[src/rtl/sst_rx_pkg.sv]
package sst_rx_pkg;
  // Phase-1 address modifier that marks a double-edge transfer
  localparam logic [5:0] AM_SST    = 6'h20;
  // Phase-2 position of the rate field on the data lines
  localparam int         RATE_LSB  = 16;
  // Phase-1 data bit that selects broadcast
  localparam int         BCAST_BIT = 0;
  // Highest slot addressable on lines A21..A1
  localparam int         MAX_SLOT  = 21;

  typedef enum logic [1:0] {
    RATE_160 = 2'd0,
    RATE_267 = 2'd1,
    RATE_320 = 2'd2,
    RATE_RSV = 2'd3
  } rate_e;

  typedef enum logic [2:0] {
    ST_IDLE = 3'd0,
    ST_PH1  = 3'd1,
    ST_PH2  = 3'd2,
    ST_DATA = 3'd3,
    ST_HOLD = 3'd4
  } state_e;

  typedef enum logic [1:0] {
    RSP_NONE   = 2'd0,
    RSP_ACCEPT = 2'd1,
    RSP_BERR   = 2'd2,
    RSP_RETRY  = 2'd3
  } resp_e;
endpackage

[src/rtl/sst_rx_rstsync.sv]
module sst_rx_rstsync (
  input  logic clk,
  input  logic arst_n,
  output logic rst_n_o
);
  logic [1:0] sync_q;

  always_ff @(posedge clk or negedge arst_n) begin
    if (!arst_n) sync_q <= 2'b00;
    else         sync_q <= {sync_q[0], 1'b1};
  end

  assign rst_n_o = sync_q[1];
endmodule

[src/rtl/sst_rx_edge.sv]
module sst_rx_edge #(
  parameter int N = 3
) (
  input  logic         clk,
  input  logic         rst_n,
  input  logic [N-1:0] sig_i,
  output logic [N-1:0] fall_o,
  output logic [N-1:0] rise_o,
  output logic [N-1:0] tog_o
);
  logic [N-1:0] prev_q;

  // strobes idle high, so the history resets to ones
  always_ff @(posedge clk or negedge rst_n) begin
    if (!rst_n) prev_q <= '1;
    else        prev_q <= sig_i;
  end

  for (genvar i = 0; i < N; i++) begin : g_bit
    assign fall_o[i] =  prev_q[i] & ~sig_i[i];
    assign rise_o[i] = ~prev_q[i] &  sig_i[i];
    assign tog_o[i]  =  prev_q[i] ^  sig_i[i];
  end
endmodule

[src/rtl/sst_rx_decide.sv]
module sst_rx_decide
  import sst_rx_pkg::*;
#(
  parameter int ADDR_W  = 31,
  parameter int WIN_LSB = 15,
  parameter int GEO_W   = 5,
  localparam int BASE_W = ADDR_W - WIN_LSB
) (
  input  logic              bcast_i,
  input  logic [ADDR_W-1:0] addr_p1_i,
  input  logic [ADDR_W-1:0] addr_p3_i,
  input  logic [BASE_W-1:0] cfg_base_i,
  input  logic [GEO_W-1:0]  cfg_geo_i,
  input  rate_e             rate_i,
  input  logic              cfg_no320_i,
  input  logic              buf_ready_i,
  output resp_e             resp_o
);
  localparam int NSLOT = (ADDR_W < MAX_SLOT) ? ADDR_W : MAX_SLOT;

  logic [NSLOT-1:0] slot_hit;
  logic             window_hit;
  logic             selected;
  logic             rate_bad;

  // slot s+1 owns address line A(s+1), held at index s
  for (genvar s = 0; s < NSLOT; s++) begin : g_slot
    assign slot_hit[s] = (32'(cfg_geo_i) == s + 1) && addr_p3_i[s];
  end

  assign window_hit = (addr_p1_i[ADDR_W-1:WIN_LSB] == cfg_base_i);
  assign selected   = bcast_i ? (|slot_hit) : window_hit;
  assign rate_bad   = (rate_i == RATE_RSV) || ((rate_i == RATE_320) && cfg_no320_i);

  always_comb begin
    if (!selected)         resp_o = RSP_NONE;
    else if (rate_bad)     resp_o = RSP_BERR;
    else if (!buf_ready_i) resp_o = RSP_RETRY;
    else                   resp_o = RSP_ACCEPT;
  end
endmodule

[src/rtl/sst_rx_dcap.sv]
module sst_rx_dcap #(
  parameter int DATA_W  = 32,
  parameter int CNT_W   = 8,
  parameter int TMO_CYC = 64,
  localparam int IDX_W  = CNT_W + 1,
  localparam int TMR_W  = $clog2(TMO_CYC + 1)
) (
  input  logic              clk,
  input  logic              rst_n,
  input  logic              load_i,
  input  logic [CNT_W-1:0]  cnt_i,
  input  logic              active_i,
  input  logic              tog_i,
  input  logic [DATA_W-1:0] data_i,
  output logic              last_o,
  output logic              tmo_o,
  output logic              wr_en_o,
  output logic [IDX_W-1:0]  wr_addr_o,
  output logic [DATA_W-1:0] wr_data_o
);
  logic [IDX_W-1:0]  rem_q, rem_d;
  logic [IDX_W-1:0]  idx_q, idx_d;
  logic [TMR_W-1:0]  tmr_q, tmr_d;
  logic              wen_q, wen_d;
  logic [IDX_W-1:0]  wadr_q, wadr_d;
  logic [DATA_W-1:0] wdat_q, wdat_d;

  assign last_o = active_i && tog_i && (rem_q == IDX_W'(1));
  assign tmo_o  = active_i && !tog_i && (tmr_q == TMR_W'(TMO_CYC - 1));

  always_comb begin
    rem_d  = rem_q;
    idx_d  = idx_q;
    tmr_d  = tmr_q;
    wen_d  = 1'b0;
    wadr_d = wadr_q;
    wdat_d = wdat_q;
    if (load_i) begin
      rem_d = {cnt_i, 1'b0};          // two words per counted cycle
      idx_d = '0;
      tmr_d = '0;
    end else if (active_i) begin
      if (tog_i) begin
        wen_d  = 1'b1;
        wadr_d = idx_q;
        wdat_d = data_i;
        idx_d  = idx_q + IDX_W'(1);
        rem_d  = rem_q - IDX_W'(1);
        tmr_d  = '0;
      end else begin
        tmr_d  = tmr_q + TMR_W'(1);
      end
    end
  end

  always_ff @(posedge clk or negedge rst_n) begin
    if (!rst_n) begin
      rem_q  <= '0;
      idx_q  <= '0;
      tmr_q  <= '0;
      wen_q  <= 1'b0;
      wadr_q <= '0;
      wdat_q <= '0;
    end else begin
      rem_q  <= rem_d;
      idx_q  <= idx_d;
      tmr_q  <= tmr_d;
      wen_q  <= wen_d;
      wadr_q <= wadr_d;
      wdat_q <= wdat_d;
    end
  end

  assign wr_en_o   = wen_q;
  assign wr_addr_o = wadr_q;
  assign wr_data_o = wdat_q;
endmodule

[src/rtl/sst_rx_top.sv]
module sst_rx_top
  import sst_rx_pkg::*;
#(
  parameter int ADDR_W  = 31,
  parameter int WIN_LSB = 15,
  parameter int DATA_W  = 32,
  parameter int CNT_W   = 8,
  parameter int GEO_W   = 5,
  parameter int TMO_CYC = 64,
  localparam int BASE_W = ADDR_W - WIN_LSB,
  localparam int IDX_W  = CNT_W + 1
) (
  input  logic              clk,
  input  logic              rst_n,
  input  logic              bus_as_n,
  input  logic              bus_ds0_n,
  input  logic              bus_ds1_n,
  input  logic [5:0]        bus_am,
  input  logic [ADDR_W-1:0] bus_addr,
  input  logic [DATA_W-1:0] bus_data,
  input  logic [BASE_W-1:0] cfg_base,
  input  logic [GEO_W-1:0]  cfg_geo,
  input  logic              cfg_no320,
  input  logic              buf_ready,
  output logic              dtack_o,
  output logic              berr_o,
  output logic              retry_o,
  output logic              wr_en_o,
  output logic [IDX_W-1:0]  wr_addr_o,
  output logic [DATA_W-1:0] wr_data_o,
  output logic              xfer_done_o,
  output logic              tmo_err_o
);
  logic rst_q;

  sst_rx_rstsync u_rst (.clk(clk), .arst_n(rst_n), .rst_n_o(rst_q));

  // ---- strobe edges: bit 0 = ds0, bit 1 = ds1 ----
  logic [1:0] s_fall, s_rise, s_tog;

  sst_rx_edge #(.N(2)) u_edge (
    .clk(clk), .rst_n(rst_q),
    .sig_i({bus_ds1_n, bus_ds0_n}),
    .fall_o(s_fall), .rise_o(s_rise), .tog_o(s_tog)
  );

  // ---- state and captured header ----
  state_e            state_q, state_d;
  resp_e             resp_q, resp_d;
  logic              bcast_q, bcast_d;
  logic [ADDR_W-1:0] addr1_q, addr1_d;
  logic [CNT_W-1:0]  cnt_q, cnt_d;
  rate_e             rate_q, rate_d;
  logic              done_q, done_d;
  logic              terr_q, terr_d;

  resp_e dec_resp;
  logic  cap_load;
  logic  cap_last;
  logic  cap_tmo;

  sst_rx_decide #(.ADDR_W(ADDR_W), .WIN_LSB(WIN_LSB), .GEO_W(GEO_W)) u_dec (
    .bcast_i(bcast_q),
    .addr_p1_i(addr1_q),
    .addr_p3_i(bus_addr),
    .cfg_base_i(cfg_base),
    .cfg_geo_i(cfg_geo),
    .rate_i(rate_q),
    .cfg_no320_i(cfg_no320),
    .buf_ready_i(buf_ready),
    .resp_o(dec_resp)
  );

  always_comb begin
    state_d  = state_q;
    resp_d   = resp_q;
    bcast_d  = bcast_q;
    addr1_d  = addr1_q;
    cnt_d    = cnt_q;
    rate_d   = rate_q;
    done_d   = 1'b0;
    terr_d   = terr_q;
    cap_load = 1'b0;
    unique case (state_q)
      ST_IDLE: begin
        resp_d = RSP_NONE;
        if (!bus_as_n && s_fall[0]) begin
          addr1_d = bus_addr;
          bcast_d = bus_data[BCAST_BIT];
          state_d = (bus_am == AM_SST) ? ST_PH1 : ST_HOLD;
        end
      end
      ST_PH1: begin
        if (bus_as_n) begin
          state_d = ST_IDLE;
        end else if (s_rise[0]) begin
          cnt_d   = bus_data[CNT_W-1:0];
          rate_d  = rate_e'(bus_data[RATE_LSB +: 2]);
          state_d = ST_PH2;
        end
      end
      ST_PH2: begin
        if (bus_as_n) begin
          state_d = ST_IDLE;
        end else if (s_fall[0]) begin
          resp_d = dec_resp;
          if (dec_resp == RSP_ACCEPT) begin
            cap_load = 1'b1;
            terr_d   = 1'b0;
            if (cnt_q == '0) begin
              done_d  = 1'b1;
              state_d = ST_IDLE;
            end else begin
              state_d = ST_DATA;
            end
          end else begin
            state_d = ST_HOLD;
          end
        end
      end
      ST_DATA: begin
        if (cap_last) begin
          done_d  = 1'b1;
          state_d = ST_IDLE;
        end else if (cap_tmo) begin
          terr_d  = 1'b1;
          state_d = ST_IDLE;
        end
      end
      ST_HOLD: begin
        if (bus_as_n) state_d = ST_IDLE;
      end
      default: state_d = ST_IDLE;
    endcase
  end

  always_ff @(posedge clk or negedge rst_q) begin
    if (!rst_q) begin
      state_q <= ST_IDLE;
      resp_q  <= RSP_NONE;
      bcast_q <= 1'b0;
      addr1_q <= '0;
      cnt_q   <= '0;
      rate_q  <= RATE_160;
      done_q  <= 1'b0;
      terr_q  <= 1'b0;
    end else begin
      state_q <= state_d;
      resp_q  <= resp_d;
      bcast_q <= bcast_d;
      addr1_q <= addr1_d;
      cnt_q   <= cnt_d;
      rate_q  <= rate_d;
      done_q  <= done_d;
      terr_q  <= terr_d;
    end
  end

  sst_rx_dcap #(.DATA_W(DATA_W), .CNT_W(CNT_W), .TMO_CYC(TMO_CYC)) u_cap (
    .clk(clk), .rst_n(rst_q),
    .load_i(cap_load),
    .cnt_i(cnt_q),
    .active_i(state_q == ST_DATA),
    .tog_i(s_tog[1]),
    .data_i(bus_data),
    .last_o(cap_last),
    .tmo_o(cap_tmo),
    .wr_en_o(wr_en_o),
    .wr_addr_o(wr_addr_o),
    .wr_data_o(wr_data_o)
  );

  // responses decoded from registered state only
  assign dtack_o     = (state_q == ST_DATA) && !bcast_q;
  assign berr_o      = (state_q == ST_HOLD) && (resp_q == RSP_BERR);
  assign retry_o     = (state_q == ST_HOLD) && (resp_q == RSP_RETRY);
  assign xfer_done_o = done_q;
  assign tmo_err_o   = terr_q;
endmodule

[config.mk]
export PLATFORM = sky130hd
export DESIGN_NAME = sst_rx_top
export DESIGN_NICKNAME = d
export VERILOG_FILES = /design/src/rtl/sst_rx_pkg.sv /design/src/rtl/sst_rx_rstsync.sv /design/src/rtl/sst_rx_edge.sv /design/src/rtl/sst_rx_decide.sv /design/src/rtl/sst_rx_dcap.sv /design/src/rtl/sst_rx_top.sv
export SDC_FILE = /design/constraint.sdc
export NUM_CORES = 1
export LEC_CHECK = 0
export BUFFER_PORTS_ARGS = -buffer_cell sky130_fd_sc_hd__buf_2
export CAP_MARGIN = 20
export CELL_PAD_IN_SITES_DETAIL_PLACEMENT = 1
export CELL_PAD_IN_SITES_GLOBAL_PLACEMENT = 2
export CORE_MARGIN = 3
export CORE_UTILIZATION = 35
export CTS_CLUSTER_DIAMETER = 150
export DETAILED_ROUTE_END_ITERATION = 10
export PLACE_DENSITY = 0.78
export SLEW_MARGIN = 25
export SYNTH_ARGS = -nofsm -noshare
export SYNTH_HDL_FRONTEND = slang
export SYNTH_HIERARCHICAL = 1
export SYNTH_SLANG_ARGS = --single-unit
export TNS_END_PERCENT = 10
[constraint.sdc]
create_clock -name clk -period 4.9 [get_ports clk]
set_input_delay 0.245 -clock clk [delete_from_list [all_inputs] [get_ports clk]]
set_output_delay 0.245 -clock clk [all_outputs]
set_load 0.02 [all_outputs]
; Yosys cells after proc, flatten, opt, wreduce, memory -nomap -nowiden
; Index checks and enable logic that the tools add are counted.
[classes]
eq_ne = 44
mux = 47
n_addsub = 3
n_reduce_logical = 48
bitwise_logic = 7
[ops]
columns = op, n
row1 = 9-bit 2-to-1 mux, 6
row2 = 5-bit by 4-bit == test with 1-bit output (second input constant), 8
row3 = 5-bit == test (second input constant), 6
row4 = 1-bit logical AND, 30
row5 = 3-bit 2-to-1 mux, 10
row6 = 7-bit 2-to-1 mux, 3
row7 = 21-bit OR reduction, 1
row8 = 5-bit by 3-bit == test with 1-bit output (second input constant), 4
row9 = 1-bit 2-to-1 mux, 18
row10 = 16-bit == test, 1
row11 = 3-bit one-hot mux with 5 select lines, 1
row12 = 2-bit != test (second input constant), 7
row13 = 2-bit 2-to-1 mux, 6
row14 = 5-bit by 2-bit == test with 1-bit output (second input constant), 2
row15 = 9-bit by 1-bit adder with 9-bit output (second input constant), 1
row16 = 9-bit by 1-bit == test with 1-bit output (second input constant), 1
row17 = 3-bit != test (second input constant), 3
row18 = 3-bit AND reduction, 3
row19 = 9-bit by 1-bit subtractor with 9-bit output (second input constant), 1
row20 = 2-bit == test (second input constant), 4
row21 = 8-bit zero test, 1
row22 = 2-bit nonzero test, 4
row23 = 7-bit by 1-bit adder with 7-bit output (second input constant), 1
row24 = 7-bit by 6-bit == test with 1-bit output (second input constant), 1
row25 = other kinds (17), 26
[word_totals]
output_inout_bits = 47
reg_bits = 120

; Logic depth before layout (Yosys ltp)
; Gate-level depths: netlist of the first run.
[logic_depth]
ltp_word = 12
ltp_mapped = 13
ltp_nobuf = 11

; Cells and area by module
; Netlist of the first run, hierarchy kept.
[modules_own_cells]
columns = module, cells_each, seq_area_each_um2, n_inst, area_per_inst_um2
row1 = sst_rx_dcap, 247, 1676.6, 1, 3111.7
row2 = sst_rx_top, 145, 1226.2, 1, 2059.5
row3 = sst_rx_decide, 66, 0.0, 1, 515.5
row4 = sst_rx_edge, 12, 52.6, 1, 125.1
row5 = sst_rx_rstsync, 3, 50.0, 1, 53.8

; Worst setup path after synthesis of the first run
; No wires, ideal clock.
[synth_path]
path_kind = register to register
from = reg addr1_q[16]
to = reg u_cap.wdat_q[0] (netlist: u_cap/wr_data_o[0])
path_stages_with_launch = 13
slack_ps = 1621
setup_time_ps = 125
arrival_ps = 3154
path_buffers = 1
path_cell_list = dfrtp_1 xor2_1 nor4_2 nand3_1 or4_1 a31oi_1 nand3b_1 nor4_1 inv_2 nand2_8 inv_6 buf_8 mux2_4
[synth_via]
elab_chain_cells = 10
[synth_lines]
columns = element, line
row1 = start: declaration, sst_rx_top.sv:51  ; logic [ADDR_W-1:0] addr1_q, addr1_d;
row2 = start signal: assignment, sst_rx_top.sv:151  ; addr1_q <= addr1_d;
row3 = 16-bit == test, sst_rx_decide.sv:31  ; assign window_hit = (addr_p1_i[ADDR_W-1:WIN_LSB] == cfg_base_i);
row4 = 1-bit 2-to-1 mux, sst_rx_decide.sv:32  ; assign selected = bcast_i ? (|slot_hit) : window_hit;
row5 = 2-bit 2-to-1 mux, sst_rx_decide.sv:36  ; if (!selected) resp_o = RSP_NONE;
row6 = named net dec_resp[0], sst_rx_top.sv:57  ; resp_e dec_resp;
row7 = 2-bit by 1-bit == test with 1-bit output, sst_rx_top.sv:107  ; if (dec_resp == RSP_ACCEPT) begin
row8 = 1-bit 2-to-1 mux, sst_rx_top.sv:107
row9 = 1-bit 2-to-1 mux, sst_rx_top.sv:105  ; end else if (s_fall[0]) begin
row10 = 1-bit 2-to-1 mux, sst_rx_top.sv:103  ; if (bus_as_n) begin
row11 = 1-bit 2-to-1 mux, sst_rx_top.sv:84  ; unique case (state_q)
row12 = named net cap_load, sst_rx_top.sv:58  ; logic cap_load;
row13 = 1-bit NOT (no line), --
row14 = 3-bit AND reduction (no line), --
row15 = end signal: assignment, sst_rx_dcap.sv:70  ; wdat_q <= wdat_d;
row16 = end: declaration, sst_rx_dcap.sv:26  ; logic [DATA_W-1:0] wdat_q, wdat_d;
; The timed path passes the listed nets, and every way through them passes these cells.
; A chain may end at the register's enable or synchronous reset.

; Final worst setup path of the first run
[layout_path]
from = reg addr1_q[16]
to = reg u_cap.wdat_q[17] (netlist: u_cap/wr_data_o[17])
; The elaborated chain is that of the path after synthesis.

==> flow_summary.yaml, run 1 <==
floorplanning:
  fp.dieH_um: 129
  rows: 44
  start_util_pct: 36.1
  ioPinCount: 144
  fp.dieW_um: 129
  die_area_um2: 16700
  core_um2: 14700
global_route:
  grt_pass1_vias: 4279
  gr-total-overflow: 0
  grt_pass1_wl_um: 21300
  grt_max_degree: 79
  antenna_found_initial: 1
  grt_util_all_layers_pct: 16.0
worst_setup_path:
  worstSetupPathType: "reg2reg"
  critPathMaxStageDelay_ps: 430
  reg2reg_depth: 12
  worst_ep_required_time_ps: 5140
  crit_slowest_cell: "or4_1"
  endpoint_kind: "flop"
  worst-path-max-fanout: 36
  critical_path.cell_chain: "xor2_1 -> nor4_2 -> nand3_1 -> or4_1 -> a31oi_1 -> nand3b_1 -> nor4_2 -> buf_4 -> inv_2 -> nand2_8 -> inv_6 -> mux2_1"
  rrSetupSlack_ps: 1560
  crit_top_cell: "nor4_2"
  r2r-end: "u_cap/wr_data_o[17]$_DFFE_PN0P_"
  critPathArrivalTime_ps: 3570
  start_kind: "flop"
  worstReg2RegStart: "addr1_q[16]$_DFFE_PN0P_"
sta:
  rsz0062_at_grt: "false"
  fmax_ghz: 0.300
  timing_hold_violations_final: 0
  period_needed_ps: 3340
  setup_viol: 0
  finClkSkew_ps: 7.85
  slew_headroom_pct: 45.1
  setup-tns-final_ps: 0
  finalCritPeriodShare_pct: 68.1
  maxSlewViolCount: 0
  worst_pin_slew_ps: 821
drt:
  wl_per_cell_um: 17.0
  drc: 0
  first_pass_iters: 4
  drtAntennaViolNets: 0
  drt-initial-drc-count: 139
  route.vias.total: 3924
  via_per_inst: 5.11
  totalWireLength_um: 13100
cells_and_area:
  nNetsFinal: 683
  drive_above_1_share_pct: 40.4
  multi_input_area_um2: 2440
  n_fill_cell: 1627
  seqCellArea_um2: 2630
  stdcell_count: 768
  area_growth_pct: 21.5
  n_antenna_cell: 0
status:
  outcome: "complete, no violations"
clock_network:
  cts.sinks: 105
  clkTransAtPathRegs_ps: 80
  htreeDepth: 3
  cts_made_buffers: 9
  tritoncts: "yes"
  cts_root_buf: "clkbuf_16"
  clockBufferDepth: 2
  cts_setup_buffers: 0
  clock_latency_ps: 350
flow_run:
  maxCapViolations: 0
min_path:
  min_to: "u_edge/prev_q[0]$_DFF_PN1_"
  hold_start: "bus_ds0_n"
  hold_class: "in2reg"
  hold_depth: 1
synthesis:
  syn_avg_cell_area_um2: 12.0
  synthesis.area_um2: 5300
  synth_fp_nets: 544
  synth_cells: 440
  yosys_warnings: 6
power:
  p_leak_nw: 3.01
  power.density_nw_per_um2: 468
  irDropWorstVdd_mv: 0.324
placed_design:
  place_congestion: 0.759
  dp_hpwl_um: 9640
  dp_cells: 749
  port_buffers: 143
==> flip-flops by register name, indices dropped and copies added (netlist names), 3 cells and up <==
register         flops
u_cap/idx_q          9
addr1_q             16
u_cap/tmr_q          7
cnt_q                8
u_cap/wr_data_o     32
u_cap/rem_q          9
state_q              3
u_cap/wr_addr_o      9
==> power breakdown <==
group | switching (W) | internal (W)
Sequential | 0.000213 | 0.00114
Clock | 0.000351 | 0.000358
Combinational | 0.000495 | 0.000459
Total | 0.00106 | 0.00195
==> cells in the final DEF (no fill, tap or decap), types with 5 or more instances in the layout <==
master / n
nand4_1: 6
xor2_1: 11
ha_1: 7
or3_1: 5
a31oi_1: 10
nand3b_1: 10
mux2_2: 27
nor4_1: 5
xnor2_1: 7
clkbuf_16: 9
a21oi_1: 18
nor2b_1: 5
nand2_1: 21
inv_1: 16
or4_1: 9
mux2_4: 29
buf_2: 143
dfrtp_1: 102
nor2_1: 20
nand3_1: 11
mux2_1: 12
o31ai_1: 5
nand2b_1: 7
o21ai_0: 16
==> worst max-delay path, delay by kind of cell (launching register included) <==
kind | cells | cell delay (ps)
compound gates | 1 | 300
xor+xnor | 1 | 150
buf+inv | 3 | 730
flops | 1 | 390
mux | 1 | 370
simple gates | 6 | 1240
==> through the flow <==
stage / total power, W / hold slack, ps / util [%] / setup slack (ps) / instance area [um^2]
after floorplan: 0.00198 / -50.6 / - / 1620 / 5300
after global placement: 0.00229 / 32.5 / 41.6 / 1600 / 6110
after detailed placement: 0.00233 / 37.4 / 41.6 / 1500 / 6110
after CTS: 0.00307 / 3.49 / 43.7 / 1530 / 6420
after global routing: 0.00320 / 5.48 / 43.8 / 1250 / 6440
final: 0.00301 / 14.5 / 43.8 / 1560 / 6440
==> layout make-up <==
cell class                      count  area share (%)
Tap cell                          184            3.57
Clock inverter                      6           0.952
Sequential cell                   105            40.9
Inverter                           19            1.19
Multi-Input combinational cell    296            37.9
Timing Repair Buffer              148            12.0
Clock buffer                       10            3.56
==> worst max-delay path by stage <==
stage                             from                              end  slack [ps]  cells after the start
2_1_floorplan  addr1_q[16]$_DFFE_PN0P_   u_cap/wr_data_o[0]$_DFFE_PN0P_        1620                     12
3_3_place_gp                cfg_geo[0]  u_cap/wr_data_o[17]$_DFFE_PN0P_        1600                     13
3_5_place_dp                cfg_geo[0]  u_cap/wr_data_o[17]$_DFFE_PN0P_        1500                     13
4_1_cts        addr1_q[16]$_DFFE_PN0P_  u_cap/wr_data_o[17]$_DFFE_PN0P_        1530                     12
5_1_grt        addr1_q[19]$_DFFE_PN0P_  u_cap/wr_data_o[17]$_DFFE_PN0P_        1250                     12
6_report       addr1_q[16]$_DFFE_PN0P_  u_cap/wr_data_o[17]$_DFFE_PN0P_        1560                     12
==> per-layer routing <==
layer	part of all wire, %	up-vias	routed length, um	global-route usage, %
met5	0.15	-	20	0
met4	0.94	2	123	3.40
met3	6.7	9	876	6.47
met2	50	88	6470	27.3
met1	43	1961	5580	19.3
li1	-	1864	-	-
==> repair_timing <==
item | CTS | global route
gates resized for setup | 0 | 0
endpoints found under the setup margin | 0 | 0
hold buffers | 2 | 0
endpoints found under the hold margin | 3 | 0
Note: power is estimated with default switching activity, not from simulation.
==> inputs of run 2 (changes only) <==
--- a/config.mk
+++ b/config.mk
@@ -10,10 +10,10 @@
 export CELL_PAD_IN_SITES_DETAIL_PLACEMENT = 1
 export CELL_PAD_IN_SITES_GLOBAL_PLACEMENT = 2
 export CORE_MARGIN = 3
-export CORE_UTILIZATION = 35
+export CORE_UTILIZATION = 32
 export CTS_CLUSTER_DIAMETER = 150
 export DETAILED_ROUTE_END_ITERATION = 10
-export PLACE_DENSITY = 0.78
+export PLACE_DENSITY = 0.75
 export SLEW_MARGIN = 25
 export SYNTH_ARGS = -nofsm -noshare
 export SYNTH_HDL_FRONTEND = slang
==> constraint.sdc (replaced) <==
create_clock -name clk -period 2.9 [get_ports clk]
set_input_delay 0.145 -clock clk [delete_from_list [all_inputs] [get_ports clk]]
set_output_delay 0.145 -clock clk [all_outputs]
set_load 0.02 [all_outputs]
==> run 2 against run 1 <==
First-iteration DRC count grew 16%. Worst setup slack worse by 1500 ps. Flip-flop and latch count unchanged. Sequential share of layout area fell by 1.8 points. Fmax increased by 17%. Register-to-register slack worse by 1500 ps. Clock power is 78% higher. Critical path type unchanged. Largest power group unchanged.
==> flow_summary.yaml, run 2 (synthesized netlist as in run 1, its figures left out) <==
drt:
  drtAntennaViolNets: 0
  first_pass_iters: 4
  wl_per_cell_um: 16.7
  route.vias.total: 4034
  totalWireLength_um: 13700
  via_per_inst: 4.92
  drt-initial-drc-count: 161
  drc: 0
sta:
  maxSlewViolCount: 0
  setup_slack_ps: 37.8
  fmax_ghz: 0.349
  setup_viol: 0
  worst_pin_slew_ps: 667
  period_needed_ps: 2860
  finClkSkew_ps: 8.32
  timing_hold_violations_final: 0
  rsz0062_at_grt: "true"
  setup-tns-final_ps: 0
  hold_ws_ps: 19.5
  finalCritPeriodShare_pct: 98.7
  slew_headroom_pct: 55.5
cells_and_area:
  area_growth_pct: 27.2
  drive_above_1_share_pct: 43.1
  stdcell_count: 820
  final_area_um2: 6740
  final_common_cell: "buf_2"
  nNetsFinal: 702
  largest_reg_flops: 32
  layout.cells.most_common_list: "buf_2, dfrtp_1, mux2_4"
worst_setup_path:
  critPathArrivalTime_ps: 3150
  r2r-end: "u_cap/rem_q[6]$_DFFE_PN0P_"
  worstSetupPathType: "reg2reg"
  worstReg2RegStart: "addr1_q[16]$_DFFE_PN0P_"
  reg2reg_depth: 11
  worst_ep_required_time_ps: 3190
  rrSetupSlack_ps: 40
  worst-path-max-fanout: 6
  start_kind: "flop"
  endpoint_kind: "flop"
min_path:
  min_to: "addr1_q[23]$_DFFE_PN0P_"
  hold_start: "bus_addr[23]"
  hold_class: "in2reg"
  hold_depth: 2
clock_network:
  clock_latency_ps: 350
  cts.sinks: 105
  cts_made_buffers: 9
  clockBufferDepth: 2
  cts_root_buf: "clkbuf_16"
  tritoncts: "yes"
  clkTransAtPathRegs_ps: 70
  htreeDepth: 3
flow_run:
  maxCapViolations: 0
placed_design:
  dp_hpwl_um: 10400
  dp_cells: 794
  placed_area_um2: 6310
  port_buffers: 143
  dpl_worst_slack_ps: -148
  place_congestion: 0.767
floorplanning:
  start_util_pct: 33.0
  core_um2: 16100
  ioPinCount: 144
  fp.dieH_um: 135
  fp.dieW_um: 135
  rows: 46
  die_area_um2: 18100
global_route:
  grt_max_degree: 51
  grt_pass1_wl_um: 22600
  antenna_found_initial: 2
  grt_util_all_layers_pct: 15.4
  grt_pass1_vias: 4494
  gr-total-overflow: 0
power:
  power.density_nw_per_um2: 769
  irDropWorstVdd_mv: 0.499
  p_leak_nw: 3.15
status:
  outcome: "complete, no violations"
[run 2: changes by cell type in the layout (fill, tap and decap cells not counted), moves of 2 or more]
cell,before,now
a31oi_1,10,8
mux2_1,12,10
mux2_4,29,31
dlygate4sd3_1,2,4
buf_4,2,14
buf_12,1,4
buf_6,0,2
[run 2: critical path, stage by stage (launching register included)]
cell      delay [ps]
dfrtp_1          400
xor2_1           160
nor4_2           290
nand3_1          130
or4_4            460
a31oi_2          220
nand3b_1         180
nor4_4            60
buf_6            150
buf_4            150
or4_1            520
nand3_1          100
[run 2: where the power goes]
group	total, W	internal [W]	switching (W)
logic	0.00165	0.000805	0.000849
registers	0.00228	0.00192	0.000354
clock network	0.00126	0.000700	0.000556
[run 2: timing repair]
action / CTS / global route
gates cloned: 0 / 0
hold buffers: 4 / 0
setup buffers: 3 / 2
endpoints found under the setup margin: 2 / 39
resized for setup: 5 / 7
pin swaps: 0 / 0
hold endpoints to repair: 5 / 0
[run 2: cell type report]
cell class / count / area [um^2]
diodes: 1 / 2.50
repair buffers: 167 / 963
fillers: 1771 / 9310
well taps: 216 / 270
clock inverters: 5 / 61.3
clock buffers: 11 / 243
flip-flops and latches: 105 / 2630
inverters: 19 / 78.8
multi-input cells: 296 / 2490
[run 2: layer usage]
metal	vias to the layer above	track usage [%]	wire length, um
li1	1910	-	-
met1	2028	18.1	5610
met2	84	27.1	7100
met3	10	5.07	832
met4	2	4.02	144
met5	-	0	7
[run 2: how the worst max path moves through the flow]
stage | from | to | slack, ps | cells past startpoint
2_1_floorplan | addr1_q[16]$_DFFE_PN0P_ | u_cap/wr_data_o[0]$_DFFE_PN0P_ | 50 | 12
3_3_place_gp | addr1_q[16]$_DFFE_PN0P_ | u_cap/rem_q[7]$_DFFE_PN0P_ | -2 | 11
3_5_place_dp | addr1_q[16]$_DFFE_PN0P_ | u_cap/rem_q[7]$_DFFE_PN0P_ | -150 | 11
4_1_cts | addr1_q[16]$_DFFE_PN0P_ | u_cap/rem_q[7]$_DFFE_PN0P_ | 7 | 11
5_1_grt | addr1_q[16]$_DFFE_PN0P_ | u_cap/rem_q[6]$_DFFE_PN0P_ | -80 | 11
6_report | addr1_q[16]$_DFFE_PN0P_ | u_cap/rem_q[6]$_DFFE_PN0P_ | 40 | 11
[run 2: metrics by stage]
stage | util, % | power (W)
6_report | 42.0 | 0.00519
5_1_grt | 42.0 | 0.00551
3_3_place_gp | 39.3 | 0.00388
2_1_floorplan | - | 0.00334
3_5_place_dp | 39.3 | 0.00394
4_1_cts | 41.7 | 0.00524
